File: config.mk
export PLATFORM = sky130hd
export DESIGN_NAME = smc_strobe_ctrl
export DESIGN_NICKNAME = d
export VERILOG_FILES = /design/src/rtl/smc_strobe_ctrl.sv
export SDC_FILE = /design/constraint.sdc
export NUM_CORES = 1
export LEC_CHECK = 0
export BUFFER_PORTS_ARGS = -buffer_cell sky130_fd_sc_hd__buf_2
export CORE_MARGIN = 2
export CORE_UTILIZATION = 61
export DETAILED_ROUTE_END_ITERATION = 10
export GPL_TIMING_DRIVEN = 1
export PLACE_DENSITY = 0.81
export SLEW_MARGIN = 20
export SYNTH_ARGS = -nofsm -noshare
export SYNTH_HDL_FRONTEND = slang
export SYNTH_SLANG_ARGS = --single-unit
File: constraint.sdc
create_clock -name clk -period 4.63 [get_ports clk]
set_input_delay 0.463 -clock clk [delete_from_list [all_inputs] [get_ports clk]]
set_output_delay 0.463 -clock clk [all_outputs]
set_load 0.005 [all_outputs]
File: src/rtl/smc_strobe_ctrl.sv
module smc_strobe_ctrl #(
  parameter int NUM_CS = 6,
  parameter int AW = 24,
  parameter int CSW = (NUM_CS > 1) ? $clog2(NUM_CS) : 1,
  parameter int CFG_AW = CSW + 4
) (
  input  logic              clk,
  input  logic              rst_n,
  input  logic              cfg_we,
  input  logic [CFG_AW-1:0] cfg_addr,
  input  logic [31:0]       cfg_wdata,
  output logic [31:0]       cfg_rdata,
  input  logic              req_valid,
  output logic              req_ready,
  input  logic              req_write,
  input  logic [CSW-1:0]    req_cs,
  input  logic [AW-1:0]     req_addr,
  input  logic [31:0]       req_wdata,
  input  logic [3:0]        req_be,
  output logic              resp_valid,
  output logic [31:0]       resp_rdata,
  output logic [AW-1:0]     mem_addr,
  output logic [NUM_CS-1:0] mem_ncs_n,
  output logic              mem_nrd_n,
  output logic              mem_nwe_n,
  output logic [3:0]        mem_nbs_n,
  output logic [31:0]       mem_dout,
  output logic              mem_oe,
  input  logic [31:0]       mem_din
);
  localparam int NB = 4;
  localparam logic [31:0] M_SETUP = 32'h3F3F3F3F;
  localparam logic [31:0] M_PULSE = 32'h7F7F7F7F;
  localparam logic [31:0] M_CYCLE = 32'h01FF01FF;
  localparam logic [31:0] M_MODE  = 32'h00003103;

  logic [31:0] r_setup [NUM_CS];
  logic [31:0] r_pulse [NUM_CS];
  logic [31:0] r_cycle [NUM_CS];
  logic [31:0] r_mode  [NUM_CS];

  wire [CSW-1:0] cfg_idx = cfg_addr[CFG_AW-1:4];
  wire [1:0]     cfg_sel = cfg_addr[3:2];
  wire           cfg_hit = (32'(cfg_idx) < NUM_CS) && (cfg_addr[1:0] == 2'b00);

  always_ff @(posedge clk or negedge rst_n) begin
    if (!rst_n) begin
      for (int i = 0; i < NUM_CS; i++) begin
        r_setup[i] <= '0;
        r_pulse[i] <= '0;
        r_cycle[i] <= '0;
        r_mode[i]  <= '0;
      end
    end else if (cfg_we && cfg_hit) begin
      case (cfg_sel)
        2'd0: r_setup[cfg_idx] <= cfg_wdata & M_SETUP;
        2'd1: r_pulse[cfg_idx] <= cfg_wdata & M_PULSE;
        2'd2: r_cycle[cfg_idx] <= cfg_wdata & M_CYCLE;
        default: r_mode[cfg_idx] <= cfg_wdata & M_MODE;
      endcase
    end
  end

  always_comb begin
    cfg_rdata = '0;
    if (cfg_hit) begin
      case (cfg_sel)
        2'd0: cfg_rdata = r_setup[cfg_idx];
        2'd1: cfg_rdata = r_pulse[cfg_idx];
        2'd2: cfg_rdata = r_cycle[cfg_idx];
        default: cfg_rdata = r_mode[cfg_idx];
      endcase
    end
  end

  logic           busy, wr, rmode, wmode, bw;
  logic [CSW-1:0] csi;
  logic [8:0]     t;
  logic [9:0]     ceff;
  logic [5:0]     cs_s, st_s;
  logic [6:0]     cs_p, st_p;
  logic [1:0]     dbw;
  logic [AW-1:0]  addr_q;
  logic [31:0]    wdata_q, rdata_q;
  logic [3:0]     be_q;

  function automatic logic on_f(input logic [9:0] k, input logic [5:0] s,
                                input logic [6:0] p, input logic [9:0] c);
    return (k >= {4'b0, s}) && (k < ({4'b0, s} + {3'b0, p})) && (k < c);
  endfunction

  wire       req_hit = 32'(req_cs) < NUM_CS;
  wire       accept  = req_valid && !busy;
  wire [9:0] tk      = {1'b0, t};
  wire [9:0] tk1     = tk + 10'd1;
  wire       last    = busy && (tk == ceff - 10'd1);
  wire       cs_on   = busy && on_f(tk, cs_s, cs_p, ceff);
  wire       st_on   = busy && on_f(tk, st_s, st_p, ceff);
  wire       cs_nx   = on_f(tk1, cs_s, cs_p, ceff);
  wire       st_nx   = on_f(tk1, st_s, st_p, ceff);
  wire [5:0] cap_s   = rmode ? st_s : cs_s;
  wire [6:0] cap_p   = rmode ? st_p : cs_p;
  wire       cap_on  = rmode ? st_on : cs_on;
  wire       cap_nx  = rmode ? st_nx : cs_nx;
  wire       never   = (cap_p == 7'd0) || ({4'b0, cap_s} >= ceff);
  wire       cap_now = busy && !wr && ((cap_on && !cap_nx) || (last && never));

  wire [3:0]  lm      = (dbw == 2'd0) ? 4'b0001 : (dbw == 2'd1) ? 4'b0011 : 4'b1111;
  wire [31:0] dmask   = {{8{lm[3]}}, {8{lm[2]}}, {8{lm[1]}}, {8{lm[0]}}};
  wire [3:0]  be_eff  = be_q & lm;

  always_ff @(posedge clk or negedge rst_n) begin
    if (!rst_n) begin
      busy <= 1'b0; wr <= 1'b0; csi <= '0; t <= '0; ceff <= 10'd1;
      cs_s <= '0; cs_p <= '0; st_s <= '0; st_p <= '0;
      rmode <= 1'b0; wmode <= 1'b0; bw <= 1'b0; dbw <= '0;
      addr_q <= '0; wdata_q <= '0; be_q <= '0; rdata_q <= '0;
      resp_valid <= 1'b0;
    end else begin
      resp_valid <= 1'b0;
      if (cap_now) rdata_q <= mem_din & dmask;
      if (accept) begin
        busy <= 1'b1; wr <= req_write; csi <= req_cs; t <= '0;
        addr_q <= req_addr; wdata_q <= req_wdata; be_q <= req_be;
        if (req_hit) begin
          cs_s <= req_write ? r_setup[req_cs][13:8] : r_setup[req_cs][29:24];
          st_s <= req_write ? r_setup[req_cs][5:0]  : r_setup[req_cs][21:16];
          cs_p <= req_write ? r_pulse[req_cs][14:8] : r_pulse[req_cs][30:24];
          st_p <= req_write ? r_pulse[req_cs][6:0]  : r_pulse[req_cs][22:16];
          ceff <= (req_write ? r_cycle[req_cs][8:0] : r_cycle[req_cs][24:16]) == 9'd0 ? 10'd1
                : {1'b0, req_write ? r_cycle[req_cs][8:0] : r_cycle[req_cs][24:16]};
          rmode <= r_mode[req_cs][0];
          wmode <= r_mode[req_cs][1];
          bw    <= r_mode[req_cs][8];
          dbw   <= r_mode[req_cs][13:12];
        end else begin
          cs_s <= '0; st_s <= '0; cs_p <= '0; st_p <= '0; ceff <= 10'd1;
          rmode <= 1'b0; wmode <= 1'b0; bw <= 1'b0; dbw <= '0;
        end
      end else if (last) begin
        busy <= 1'b0;
        resp_valid <= 1'b1;
      end else if (busy) begin
        t <= t + 9'd1;
      end
    end
  end

  genvar g;
  generate
    for (g = 0; g < NUM_CS; g++) begin : g_ncs
      assign mem_ncs_n[g] = !(cs_on && (32'(csi) == g));
    end
  endgenerate

  assign req_ready  = !busy;
  assign resp_rdata = rdata_q;
  assign mem_addr   = addr_q;
  assign mem_dout   = wdata_q;
  assign mem_nrd_n  = !(st_on && !wr);
  assign mem_nwe_n  = !(st_on && wr && !bw);
  assign mem_oe     = busy && wr && (tk >= {4'b0, wmode ? st_s : cs_s});
  assign mem_nbs_n  = !busy ? {NB{1'b1}}
                    : bw    ? ~(be_eff & {NB{st_on && wr}})
                    : wr    ? ~be_eff : ~lm;
endmodule

; After elaboration in Yosys (flattened, before gate mapping)
; Index checks and enable logic that the tools add are counted.
[word_totals]
inputBits = 139
ff_bits = 916
[classes]
bitwise_logic = 9
n_lt_le_gt_ge = 17
reduce_logical = 58
n_addsub = 5
eq_ne = 10
muxes = 64
[ops]
columns = operator, n
row1 = binary-select mux 32 bit (select 3 bit), 8
row2 = bitwise mux 192 bit, 4
row3 = 2-to-1 mux 32 bit, 10
row4 = demux 32 bit (select 3 bit), 1
row5 = one-hot mux 32 bit (3 select lines), 1
row6 = 2-to-1 mux 31 bit, 2
row7 = 2-to-1 mux 30 bit, 2
row8 = 2-to-1 mux 9 bit, 6
row9 = 2-to-1 mux 25 bit, 2
row10 = 2-to-1 mux 6 bit, 6
row11 = 2-to-1 mux 7 bit, 5
row12 = AND 32 bit, 1
row13 = logical AND 1 bit, 30
row14 = < comparator 9 x 10 -> 1 bit, 3
row15 = 2-to-1 mux 14 bit, 2
row16 = >= comparator 9 x 6 -> 1 bit, 3
row17 = >= comparator 10 x 6 -> 1 bit, 2
row18 = < comparator 10 x 8 -> 1 bit, 2
row19 = 2-to-1 mux 4 bit, 5
row20 = adder 6 x 7 -> 8 bit, 2
row21 = logical NOT 1 bit, 12
row22 = inverter 4 bit, 3
row23 = adder 9 x 1 -> 10 bit (second input constant), 1
row24 = == test 9 x 10 -> 1 bit, 1
row25 = 26 further kinds, 49

; Logic depth before layout (Yosys ltp)
[depth]
depth_word = 10
ltp_mapped = 15
mapped_depth_nobuf = 14

; Worst setup path before layout
; OpenSTA, ideal clock, no wires.
[synth_path]
path_type = register to register
from = register st_s[0]
to = register rdata_q[2] (netlist: resp_rdata[2])
period_less_slack_ns = 3.758
arrival_ns = 3.633
required_ns = 4.505
setup_time_ns = 0.125
setup_slack_ns = 0.872
path_stages_with_launch = 14
path_cell_list = dfrtp_1 > ha_1 > fa_1 > inv_1 > ha_1 > a2111oi_0 > nor3_1 > maj3_1 > maj3_2 > a21oi_1 > a21boi_1 > a221oi_4 > buf_6 > mux2_4
[synth_via]
elab_chain_len = 9
[synth_lines]
columns = element, line_no
row1 = from (decl), 80  ; logic [5:0] cs_s, st_s;
row2 = from (signal assigned), 127  ; st_s <= req_write ? r_setup[req_cs][5:0] : r_setup[req_cs][21:16];
row3 = adder 6 x 7 -> 8 bit, 89  ; return (k >= {4'b0, s}) && (k < ({4'b0, s} + {3'b0, p})) && (k < c);
row4 = < comparator 9 x 10 -> 1 bit or < comparator 10 x 8 -> 1 bit (tied branches), 89
row5 = logical AND 1 bit (2 in series), 89
row6 = logical AND 1 bit or 2-to-1 mux 1 bit (tied branches), "98, 104"
row7 = 2-to-1 mux 1 bit or logical NOT 1 bit (tied branches), "103, 106"
row8 = logical AND 1 bit, 106  ; wire cap_now = busy && !wr && ((cap_on && !cap_nx) || (last && never));
row9 = logical OR 1 bit *, 106
row10 = logical AND 1 bit *, 106
row11 = to (signal assigned), 121  ; if (cap_now) rdata_q <= mem_din & dmask;
row12 = to (decl), 84  ; logic [31:0] wdata_q, rdata_q;
; Every way passes the cells marked *; elsewhere a longest branch is shown, timed or not.
; A chain may end at the register's enable or synchronous reset.

; Final worst setup path
[layout_path]
from = register st_s[0]
to = output mem_nbs_n[3]
[layout_via]
elab_chain_len = 10
[layout_lines]
columns = element, line_no
row1 = adder 6 x 7 -> 8 bit, 89
row2 = < comparator 9 x 10 -> 1 bit, 89
row3 = logical AND 1 bit * (2 in series), 89
row4 = logical AND 1 bit *, 98  ; wire st_on = busy && on_f(tk, st_s, st_p, ceff);
row5 = logical AND 1 bit *, 164  ; : bw ? ~(be_eff & {NB{st_on && wr}})
row6 = AND 4 bit *, 164
row7 = inverter 4 bit *, 164
row8 = 2-to-1 mux 4 bit *, 164
row9 = 2-to-1 mux 4 bit *, 163  ; assign mem_nbs_n = !busy ? {NB{1'b1}}
row10 = to (decl), 26  ; output logic [3:0] mem_nbs_n,
; Marks and branches as above.

==> results.sh <==
export IMPL_netlist_area_leader_share_pct=46.8
export IMPL_fp_dieH_um=233
export IMPL_via_per_inst=6.86
export IMPL_grt_ovfl_total=0
export IMPL_synth_common_cells="596 x dfrtp_1, 474 x mux2_2, 368 x nand2_1, 182 x a22oi_1, 178 x clkbuf_1"
export IMPL_drc=0
export IMPL_worstMarginPinSlew_ns=1.03
export IMPL_place_port_buffers=269
export IMPL_clock_skew_ns=0.0344
export IMPL_grt_max_degree=129
export IMPL_first_iter_violations=3203
export IMPL_dp_hpwl_um=62700
export IMPL_min_delay_start="req_wdata[25]"
export IMPL_postSynthAreaPerCell_um2=11.4
export IMPL_cts_tree="done"
export IMPL_pin_count=274
export IMPL_cts_max_path_buffers=3
export IMPL_cts_htree_levels=2
export IMPL_required_ns=4.17
export IMPL_power_total_mw=17.3
export IMPL_syn_to_final_growth_pct=14.2
export IMPL_status="finished clean"
export IMPL_fin_crit_ns=4.47
export IMPL_max_freq_ghz=0.224
export IMPL_powerDensity_mw_per_mm2=476
export IMPL_synth_area_mm2=0.0319
export IMPL_ir_worst_vdd_mv=0.295
export IMPL_path_buf_inv=2
export IMPL_critPathLaunchType="register"
export IMPL_crit_type="reg -> out"
export IMPL_grt_pass1_wl_um=150000
export IMPL_final_min_period_over_clock_period_pct=96.6
export IMPL_track_usage_pct=36.0
export IMPL_finalNetCount=3232
export IMPL_critPathMaxStageDelay_ns=0.48
export IMPL_synthTopCellsByArea="dfrtp_1 47%, mux2_2 17%, mux4_2 6.6%"
export IMPL_crit_path_max_fanout=6
export IMPL_first_pass_iters=6
export IMPL_postRouteAntennaNets=0
export IMPL_cp_top_family="adder cells"
export IMPL_synth_cells=2786
export IMPL_clock_latency_ns=0.64
export IMPL_wl_um=97300
export IMPL_rows=83
export IMPL_core_area_mm2=0.0515
export IMPL_clk_pin_slew_ns=0.06
export IMPL_finalSetupViolCount=0
export IMPL_async_flop_share_pct=100
export IMPL_ys_types=68
export IMPL_hp_class="in -> reg"
export IMPL_clock_sinks=597
export IMPL_yosysMostFrequentCell="dfrtp_1"
export IMPL_die_w_um=233
export IMPL_synthFlopType="dfrtp_1"
export IMPL_tns_ns=0
export IMPL_yosysTopAreaCell="dfrtp_1"
export IMPL_dpl_cell_count=3599
export IMPL_gp_congestion=0.906
export IMPL_stdcell_count=3738
export IMPL_cts_made_buffers=61
export IMPL_first_global_vias=26444
export IMPL_ys_ff_latch=597
export IMPL_worstPathCellList="ha_2, fa_1, inv_1, ha_1, a2111oi_4, nor3_1, maj3_1, maj3_2, a21oi_4, nand2_1, a21oi_2, o211ai_1, buf_2"
export IMPL_regToRegEndpoint="resp_rdata[1]"
export IMPL_dieArea_mm2=0.0541
export IMPL_reg2reg_depth=14
export IMPL_slew_headroom_pct=31.0
export IMPL_cp_num_cells=13
export IMPL_critPathArrivalTime_ns=4.01
export IMPL_yosysWarnings=0
export IMPL_grt_antenna_before_repair=4
export IMPL_p_leak_nw=17.4
export IMPL_seq_area_frac_synth_pct=46.9
export IMPL_setup_worst_path_end_class="output port"
export IMPL_regToRegSetupSlack_ns=0.54
export IMPL_cts_root_buf="clkbuf_16"
export IMPL_cap_violations=0
export IMPL_vias=25629
export IMPL_hold_viol_final=0
export IMPL_r2r_start="st_s[0]"
export IMPL_slew_violations=0
export IMPL_crit_slowest_cell="fa_1"
export IMPL_crit_end="mem_nbs_n[3]"
export IMPL_synth_edff_count=0
export IMPL_routedWlPerCell_um=26.0
export IMPL_drive_above_1_share_pct=35.2
export IMPL_critPathLaunch="st_s[0]"
export IMPL_initial_core_util_pct=61.8
==> logic make-up after synthesis <==
group | Yosys count | synth area share [%]
mux | 624 | 25.2
simple gates | 607 | 8.35
flops | 597 | 46.9
compound gates | 560 | 11.7
buf+inv | 276 | 3.37
fa+ha+maj | 95 | 3.75
xor+xnor | 26 | 0.715
other cells | 1 | 0.0118
==> timing repair <==
item | CTS | global route
buffers inserted | 0 | 4
setup endpoints to repair | 6 | 11
pin swaps | 0 | 4
hold buffers | 17 | 0
hold endpoints to repair | 113 | 0
gates resized for setup | 7 | 11
==> worst min path at each step <==
stage                               to  slack, ns  cells after the start
after floorplan                be_q[0]       0.17                      0
after global placement    mem_dout[19]       0.45                      2
after detailed placement   mem_addr[3]       0.46                      2
after CTS                 mem_dout[20]     0.0004                      3
after global routing      mem_dout[20]       0.03                      3
final                     mem_dout[25]       0.03                      3
==> flip-flops by register name (all words and copies together) (netlist names), 24 cells and up <==
name,count
r_pulse,168
r_setup,144
r_cycle,108
mem_dout,32
resp_rdata,32
r_mode,30
mem_addr,24
==> stage by stage <==
stage | instance area (um^2) | worst slack (ns) | hold slack, ns | util [%]
after floorplan | 31900 | 0.872 | 0.167 | -
after CTS | 36300 | 0.0179 | 0.000391 | 70.4
after global routing | 36400 | -0.0294 | 0.0261 | 70.6
final | 36400 | 0.159 | 0.0261 | 70.6
after detailed placement | 34000 | 0.397 | 0.458 | 66.1
after global placement | 34000 | 0.415 | 0.452 | 66.1
==> layer usage <==
layer	track usage (%)	vias to the layer above	wire length, um
met2	57.8	1720	46000
met5	0	-	24
li1	-	10705	-
met3	7.77	451	9440
met4	22.0	4	5930
met1	44.9	12749	35800
==> cells in the final DEF (no fill, tap or decap), drive strengths merged, types with 6 or more instances in the layout <==
| cell | instances |
|---|---|
| mux2i | 49 |
| nor2 | 71 |
| nand3 | 38 |
| o221ai | 8 |
| clkinv | 17 |
| dfrtp | 596 |
| o221a | 6 |
| xor2 | 11 |
| a21o | 11 |
| clkbuf | 92 |
| o22ai | 9 |
| nand2 | 368 |
| ha | 88 |
| mux2 | 482 |
| xnor2 | 15 |
| a22oi | 182 |
| buf | 358 |
| nor4 | 7 |
| mux4 | 93 |
| nand2b | 14 |
| and3 | 20 |
| nor2b | 18 |
| inv | 54 |
| a31oi | 20 |
| or3 | 34 |
| a211oi | 27 |
| a2111oi | 6 |
| o211ai | 39 |
| o21ai | 96 |
| nor3 | 15 |
| dlygate4sd3 | 17 |
| a221oi | 10 |
| a21oi | 121 |
==> cell type report <==
cell class,instances,area [um^2]
well taps,680,851
inverters,54,203
fillers,3559,15100
repair buffers,375,2340
flip-flops and latches,597,14900
clock buffers,92,1830
diodes,4,10.0
multi-input cells,1914,16000
clock inverters,22,228
==> power by group <==
group          switching, mW  leakage (nW)  total (mW)  internal [mW]
combinational           2.97          8.39        5.41           2.44
sequential             0.781          8.00        6.85           6.07
clock                   2.10          1.03        5.05           2.94
==> worst reg2reg max path, cell delays in order (launching register included) <==
cell	delay [ns]
dfrtp_2	0.45
ha_2	0.22
fa_1	0.48
inv_1	0.06
ha_1	0.31
a2111oi_4	0.29
nor3_1	0.11
maj3_1	0.35
maj3_2	0.33
a21oi_4	0.17
buf_4	0.14
a21boi_1	0.08
a221oi_4	0.35
buf_12	0.28
mux2_1	0.36
Power figures use the tool's default switching activity.
